<file path="src/rtl/pfx_dec_pkg.sv">
package pfx_dec_pkg;

  localparam int IW        = 16;
  localparam int NREG      = 8;
  localparam int SLOTW     = $clog2(NREG);
  localparam int MAX_STEPS = 3;
  localparam int IDXW      = $clog2(MAX_STEPS);
  localparam int CNTW      = $clog2(MAX_STEPS + 1);

  typedef enum logic [2:0] {
    CL_ALU   = 3'd0,
    CL_SHIFT = 3'd1,
    CL_MEM   = 3'd2,
    CL_IMM   = 3'd3,
    CL_CTRL  = 3'd4
  } iclass_e;

  typedef enum logic [2:0] {
    SP_NONE   = 3'd0,
    SP_REG_RD = 3'd1,
    SP_REG_WR = 3'd2,
    SP_MEM_RD = 3'd3,
    SP_MEM_WR = 3'd4,
    SP_EXT_RD = 3'd5,
    SP_EXT_WR = 3'd6,
    SP_JUMP   = 3'd7
  } step_op_e;

  typedef struct packed {
    step_op_e         op;
    logic [SLOTW-1:0] slot;
  } step_t;

endpackage

</file>
<file path="src/rtl/pfx_field_dec.sv">
module pfx_field_dec
  import pfx_dec_pkg::*;
(
  input  logic [IW-1:0]    instr,
  output iclass_e          cls,
  output logic [4:0]       opcode,
  output logic [SLOTW-1:0] rd,
  output logic [SLOTW-1:0] ra,
  output logic [SLOTW-1:0] rb,
  output logic [IW-1:0]    imm,
  output logic             illegal
);

  localparam logic [4:0] OPC_UNASSIGNED_JUMP = 5'b10001;

  assign opcode = instr[IW-1 -: 5];
  assign rd     = instr[10:8];
  assign ra     = instr[7:5];
  assign rb     = instr[4:2];

  // Prefix code: first set bit from the top picks the class.
  always_comb begin
    if (instr[15])      cls = CL_CTRL;
    else if (instr[14]) cls = CL_IMM;
    else if (instr[13]) cls = CL_MEM;
    else if (instr[12]) cls = CL_SHIFT;
    else                cls = CL_ALU;
  end

  always_comb begin
    unique case (cls)
      CL_CTRL:  imm = {{(IW-11){instr[10]}}, instr[10:0]};
      CL_IMM:   imm = {{(IW-8){instr[7]}}, instr[7:0]};
      CL_MEM:   imm = {{(IW-5){1'b0}}, instr[4:0]};
      CL_SHIFT: imm = {{(IW-4){1'b0}}, instr[4:1]};
      default:  imm = '0;
    endcase
  end

  assign illegal = ((cls == CL_ALU) && (instr[1:0] == 2'b11)) ||
                   (opcode == OPC_UNASSIGNED_JUMP);

endmodule

</file>
<file path="src/rtl/pfx_step_plan.sv">
module pfx_step_plan
  import pfx_dec_pkg::*;
(
  input  logic [IW-1:0]    instr,
  input  iclass_e          cls,
  input  logic [SLOTW-1:0] rd,
  input  logic [SLOTW-1:0] ra,
  input  logic [SLOTW-1:0] rb,
  input  logic             illegal,
  output logic [CNTW-1:0]  count,
  output step_t            steps [MAX_STEPS]
);

  logic is_store;
  logic is_ext;
  logic unused_plan;

  assign is_store    = instr[11];
  assign is_ext      = instr[12];
  assign unused_plan = ^{instr[IW-1:14], instr[10:0]};

  always_comb begin
    for (int i = 0; i < MAX_STEPS; i++) steps[i] = '{op: SP_NONE, slot: '0};
    count = '0;
    unique case (cls)
      CL_ALU: begin
        steps[0] = '{op: SP_REG_RD, slot: rb};
        steps[1] = '{op: SP_REG_RD, slot: ra};
        steps[2] = '{op: SP_REG_WR, slot: rd};
        count    = CNTW'(3);
      end
      CL_SHIFT: begin
        steps[0] = '{op: SP_REG_RD, slot: ra};
        steps[1] = '{op: SP_REG_WR, slot: rd};
        count    = CNTW'(2);
      end
      CL_MEM: begin
        steps[0] = '{op: SP_REG_RD, slot: ra};
        if (is_store) begin
          steps[1] = '{op: SP_REG_RD, slot: rd};
          steps[2] = '{op: (is_ext ? SP_EXT_WR : SP_MEM_WR), slot: '0};
        end else begin
          steps[1] = '{op: (is_ext ? SP_EXT_RD : SP_MEM_RD), slot: '0};
          steps[2] = '{op: SP_REG_WR, slot: rd};
        end
        count = CNTW'(3);
      end
      CL_IMM: begin
        unique casez (instr[13:11])
          3'b00?: begin
            steps[0] = '{op: SP_REG_RD, slot: rd};
            steps[1] = '{op: SP_REG_WR, slot: rd};
            count    = CNTW'(2);
          end
          3'b01?: begin
            steps[0] = '{op: SP_REG_WR, slot: rd};
            count    = CNTW'(1);
          end
          3'b100: begin
            steps[0] = '{op: SP_MEM_RD, slot: '0};
            steps[1] = '{op: SP_REG_WR, slot: rd};
            count    = CNTW'(2);
          end
          3'b101: begin
            steps[0] = '{op: SP_REG_RD, slot: rd};
            steps[1] = '{op: SP_MEM_WR, slot: '0};
            count    = CNTW'(2);
          end
          3'b110: begin
            steps[0] = '{op: SP_REG_WR, slot: rd};
            steps[1] = '{op: SP_JUMP, slot: '0};
            count    = CNTW'(2);
          end
          default: begin
            steps[0] = '{op: SP_REG_RD, slot: rd};
            steps[1] = '{op: SP_JUMP, slot: '0};
            count    = CNTW'(2);
          end
        endcase
      end
      default: begin
        steps[0] = '{op: SP_JUMP, slot: '0};
        count    = CNTW'(1);
      end
    endcase
    if (illegal) count = '0;
  end

endmodule

</file>
<file path="src/rtl/pfx_step_seq.sv">
module pfx_step_seq
  import pfx_dec_pkg::*;
#(
  parameter int AW = 16
) (
  input  logic            clk,
  input  logic            rst_n,
  input  logic [AW-1:0]   win_base,
  input  logic            in_valid,
  output logic            in_ready,
  input  logic [IW-1:0]   in_instr,
  input  logic [CNTW-1:0] count,
  input  step_t           steps [MAX_STEPS],
  output logic            held,
  output logic [IW-1:0]   instr_q,
  output logic            step_valid,
  input  logic            step_ready,
  output logic [2:0]      step_op,
  output logic [AW-1:0]   step_addr,
  output logic            step_last
);

  logic            busy_q;
  logic [IDXW-1:0] idx_q;
  step_t           cur;
  logic            fire;
  logic            done;
  logic            accept;
  logic            is_reg_step;
  logic            unused_base;

  assign unused_base = ^win_base[SLOTW-1:0];

  always_comb begin
    cur = '{op: SP_NONE, slot: '0};
    for (int i = 0; i < MAX_STEPS; i++)
      if (idx_q == IDXW'(i)) cur = steps[i];
  end

  assign step_valid  = busy_q && (CNTW'(idx_q) < count);
  assign step_last   = (CNTW'(idx_q) + CNTW'(1)) == count;
  assign fire        = step_valid && step_ready;
  assign done        = busy_q && ((count == '0) || (fire && step_last));
  assign in_ready    = !busy_q || done;
  assign accept      = in_valid && in_ready;

  assign is_reg_step = (cur.op == SP_REG_RD) || (cur.op == SP_REG_WR);
  assign step_op     = cur.op;
  assign step_addr   = is_reg_step ? {win_base[AW-1:SLOTW], cur.slot} : '0;

  assign held        = busy_q;

  always_ff @(posedge clk or negedge rst_n) begin
    if (!rst_n) begin
      busy_q  <= 1'b0;
      idx_q   <= '0;
      instr_q <= '0;
    end else if (accept) begin
      busy_q  <= 1'b1;
      idx_q   <= '0;
      instr_q <= in_instr;
    end else if (done) begin
      busy_q  <= 1'b0;
      idx_q   <= '0;
    end else if (fire) begin
      idx_q   <= idx_q + IDXW'(1);
    end
  end

endmodule

</file>
<file path="src/rtl/pfx_insn_decoder.sv">
module pfx_insn_decoder
  import pfx_dec_pkg::*;
#(
  parameter int AW = 16
) (
  input  logic          clk,
  input  logic          rst_n,
  input  logic [AW-1:0] win_base,
  input  logic          in_valid,
  output logic          in_ready,
  input  logic [15:0]   in_instr,
  output logic          dec_valid,
  output logic [2:0]    dec_class,
  output logic [4:0]    dec_opcode,
  output logic [2:0]    dec_rd,
  output logic [2:0]    dec_ra,
  output logic [2:0]    dec_rb,
  output logic [15:0]   dec_imm,
  output logic          dec_illegal,
  output logic          step_valid,
  input  logic          step_ready,
  output logic [2:0]    step_op,
  output logic [AW-1:0] step_addr,
  output logic          step_last
);

  logic [IW-1:0]    instr_q;
  iclass_e          cls;
  logic [SLOTW-1:0] rd, ra, rb;
  logic             illegal;
  logic [CNTW-1:0]  count;
  step_t            steps [MAX_STEPS];

  pfx_field_dec u_fields (
    .instr   (instr_q),
    .cls     (cls),
    .opcode  (dec_opcode),
    .rd      (rd),
    .ra      (ra),
    .rb      (rb),
    .imm     (dec_imm),
    .illegal (illegal)
  );

  pfx_step_plan u_plan (
    .instr   (instr_q),
    .cls     (cls),
    .rd      (rd),
    .ra      (ra),
    .rb      (rb),
    .illegal (illegal),
    .count   (count),
    .steps   (steps)
  );

  pfx_step_seq #(.AW(AW)) u_seq (
    .clk        (clk),
    .rst_n      (rst_n),
    .win_base   (win_base),
    .in_valid   (in_valid),
    .in_ready   (in_ready),
    .in_instr   (in_instr),
    .count      (count),
    .steps      (steps),
    .held       (dec_valid),
    .instr_q    (instr_q),
    .step_valid (step_valid),
    .step_ready (step_ready),
    .step_op    (step_op),
    .step_addr  (step_addr),
    .step_last  (step_last)
  );

  assign dec_class   = cls;
  assign dec_rd      = rd;
  assign dec_ra      = ra;
  assign dec_rb      = rb;
  assign dec_illegal = illegal;

endmodule

</file>
<file path="config.mk">
export PLATFORM = sky130hd
export DESIGN_NAME = pfx_insn_decoder
export DESIGN_NICKNAME = d
export VERILOG_FILES = /design/src/rtl/pfx_dec_pkg.sv /design/src/rtl/pfx_field_dec.sv /design/src/rtl/pfx_step_plan.sv /design/src/rtl/pfx_step_seq.sv /design/src/rtl/pfx_insn_decoder.sv
export SDC_FILE = /design/constraint.sdc
export NUM_CORES = 1
export LEC_CHECK = 0
export BUFFER_PORTS_ARGS = -buffer_cell sky130_fd_sc_hd__buf_2
export CAP_MARGIN = 10
export CELL_PAD_IN_SITES_DETAIL_PLACEMENT = 1
export CELL_PAD_IN_SITES_GLOBAL_PLACEMENT = 1
export CORE_MARGIN = 2
export CORE_UTILIZATION = 30
export DETAILED_ROUTE_END_ITERATION = 10
export PLACE_DENSITY_LB_ADDON = 0.08
export SYNTH_ARGS = -nofsm -noshare
export SYNTH_HDL_FRONTEND = slang
export SYNTH_HIERARCHICAL = 1
export SYNTH_SLANG_ARGS = --single-unit
</file>
<file path="constraint.sdc">
create_clock -name clk -period 4 [get_ports clk]
set_clock_uncertainty 0.05 [all_clocks]
set_input_delay 0.4 -clock clk [delete_from_list [all_inputs] [get_ports clk]]
set_output_delay 0.4 -clock clk [all_outputs]
set_load 0.02 [all_outputs]
</file>
==> results.tsv <==
stage	metric	value	unit
worst_setup_path	slowest_stage	o31ai_4	
layout	n_antenna_cell	0	
synthesis	synth_top_area_share	24.1	%
timing	finalHoldViolations	0	
synthesis	synth_area_leaders	dfrtp_1 (24%), buf_4 (9.1%), mux2_4 (7.6%)	
synthesis	ys_types	51	
worst_setup_path	critical_path.cell_chain	nand2b_1, a21oi_1, buf_4, nor2b_1, a2111oi_2, and2_1, o31ai_4, inv_2, nor3_1, buf_2	
synthesis	async_flop_share	100	%
layout	area_delta_synth_final	19.4	%
floorplanning	die_area	7230	µm²
synthesis	syn_inst	235	
grt	gr-total-overflow	0	
clock_network	clock_latency	0.26	ns
synthesis	ys_ff_latch	19	
worst_setup_path	path_class	reg -> out	
detailed_routing	drt-initial-drc-count	59	
worst_setup_path	crit_fanout	15	
run	max_cap_viol_count	0	
worst_setup_path	cp.required	3.55	ns
floorplanning	initial_core_util	31.0	%
timing	finalSetupViolations	0	
worst_setup_path	r2r-start	u_seq/instr_q[15]	
detailed_routing	ant_nets	0	
grt	grt_pass1_wl	8940	µm
timing	grt_setup_unrepaired	no	
synthesis	syn-cell-area	1970	µm²
worst_setup_path	end_kind	output pin	
layout	nets	341	
worst_setup_path	cp-start-kind	flip-flop	
synthesis	syn_area_per_cell	8.38	µm²
layout	layout.cells.non_filler	376	
detailed_routing	avgViaCountPerCell	4.86	
synthesis	yosys_most_used_dff	dfrtp_1	
synthesis	synth_edf_count	0	
clock_network	path_clk_slew	0.09	ns
floorplanning	core	6350	µm²
timing	max_slew_margin	53.3	%
clock_network	root_buffer	clkbuf_8	
detailed_routing	wl_per_cell	14.5	µm
clock_network	postCtsHoldBufs	0	
clock_network	cts_sinks	19	
timing	finalCriticalPeriod	3.38	ns
clock_network	numCtsBuffers	3	
clock_network	cts_tree	built	
layout	fin_util	37.0	%
detailed_routing	drc	0	
detailed_routing	vias	1827	
layout	drive_above_1_share	42.1	%
layout	finalInstanceArea	2350	µm²
worst_setup_path	regToRegSetupSlack	0.71	ns
detailed_routing	wl	5440	µm
grt	grt_max_degree	20	
grt	antenna_found_initial	0	
timing	fin_crit_sh	84.5	%
clock_network	cts_max_level	1	
floorplanning	fp.dieW	85.0	µm
timing	final_max_slew_viol_count	0	
outcome	status	completed	
place	portBuffers	89	
synthesis	syn_nets	276	
synthesis	yosysMostFrequentCell	nand2_1	
place	place_hpwl	4200	µm
place	dpl_cell_area	2300	µm²
floorplanning	die_h	85.0	µm
synthesis	yosysSeqAreaShare	24.1	%
timing	fmax	0.296	GHz
synthesis	yosys-top-cells-count	nand2_1 (35), buf_4 (24), nor2_1 (24)	
timing	worst_slew_pin_slew	0.697	ns
hold_path	hp-class	in -> async	
worst_setup_path	cp_slowest_stage_delay	0.52	ns
floorplanning	io_pins	93	
grt	grt_usage	14.9	%
synthesis	yosys.area.top_type	dfrtp_1	
place	routabilityCongestion	0.752	
clock_network	cts-resized-gates	0	
place	place_inst	372	
clock_network	cts_max_path_buffers	2	
worst_setup_path	worstRegToRegCells	10	
worst_setup_path	r2r-end	u_seq/instr_q[12]	
synthesis	ys_warn_count	6	
grt	first_global_vias	1850	
timing	setup_tns	0	ns
floorplanning	floorplan.rows	29	
clock_network	post-cts-setup-buffers	0	
detailed_routing	first_pass_iters	4	
worst_setup_path	cp_data_arrival_time	2.93	ns
-- layout make-up --
cell class                 instances  area (µm²)
clock inverter                     1        7.51
sequential                        19         475
clock buffer                       3        41.3
timing repair buffer              95         490
fill                             815        4000
inverter                           7        26.3
multi-input combinational        174        1210
tap                               77        96.3
-- routing by layer --
metal	share of wire, %	wire, µm	GRT usage [%]
met4	0.28	15	2.60
met1	48	2600	20.2
met5	0	0	0
met2	46	2520	25.4
met3	5.6	307	2.33
-- stage by stage --
stage	hold WS (ns)	worst slack, ns
after global routing	0.0392	0.225
after CTS	0.0328	0.544
after global placement	0.326	0.640
after detailed placement	0.331	0.652
after floorplan	0.0544	0.557
final	0.0227	0.622
-- placed cells by master (no fill, tap or decap), types with 2 or more instances in the layout --
cell	instances
inv_1	5
a22o_1	3
nor3b_1	2
mux2_4	10
o21a_1	2
o31ai_1	4
a221o_1	3
buf_2	89
a21o_1	2
a211oi_1	2
nand3_1	2
ha_1	5
buf_4	6
mux2_1	6
nor3_1	7
dfrtp_1	19
a21oi_1	13
nor2b_1	8
o21ai_1	5
nand2_1	35
nand2b_1	4
nand3b_1	9
nor2_1	24
clkbuf_8	3
inv_2	2
and3_1	3
a21oi_2	2
-- critical path, delay by kind of cell, from the launching register on --
family	cells	cell delay (ns)
flops	1	0.50
buf+inv	3	0.55
simple gates	4	0.82
compound gates	3	0.79
-- worst max-delay path by stage --
stage	from	to	slack [ns]	cells after the start
finish	u_seq/instr_q[13]	step_addr[1]	0.62	10
global route	u_seq/instr_q[13]	step_addr[0]	0.23	10
CTS	u_seq/instr_q[13]	step_addr[2]	0.54	10
detailed placement	u_seq/instr_q[15]	u_seq/instr_q[8]	0.65	10
global placement	u_seq/instr_q[15]	u_seq/instr_q[8]	0.64	10
floorplan	u_seq/instr_q[15]	u_seq/instr_q[0]	0.56	10
-- cells by family after synthesis --
| kind of cell | Yosys count | synth area share, % |
|---|---|---|
| compound gates | 44 | 17.2 |
| xor+xnor | 3 | 2.10 |
| fa+ha+maj | 5 | 3.18 |
| buf+inv | 42 | 14.2 |
| flops | 19 | 24.1 |
| mux | 16 | 11.1 |
| other cells | 1 | 0.190 |
| simple gates | 105 | 28.0 |
-- sequential cells by signal, indices dropped and copies added (netlist names) --
name	flops
u_seq/instr_q	16
u_seq/held	1
u_seq/idx_q	2
Power is not shown: default switching activity piles up to over one toggle a cycle in this logic, so the estimate is an artifact.
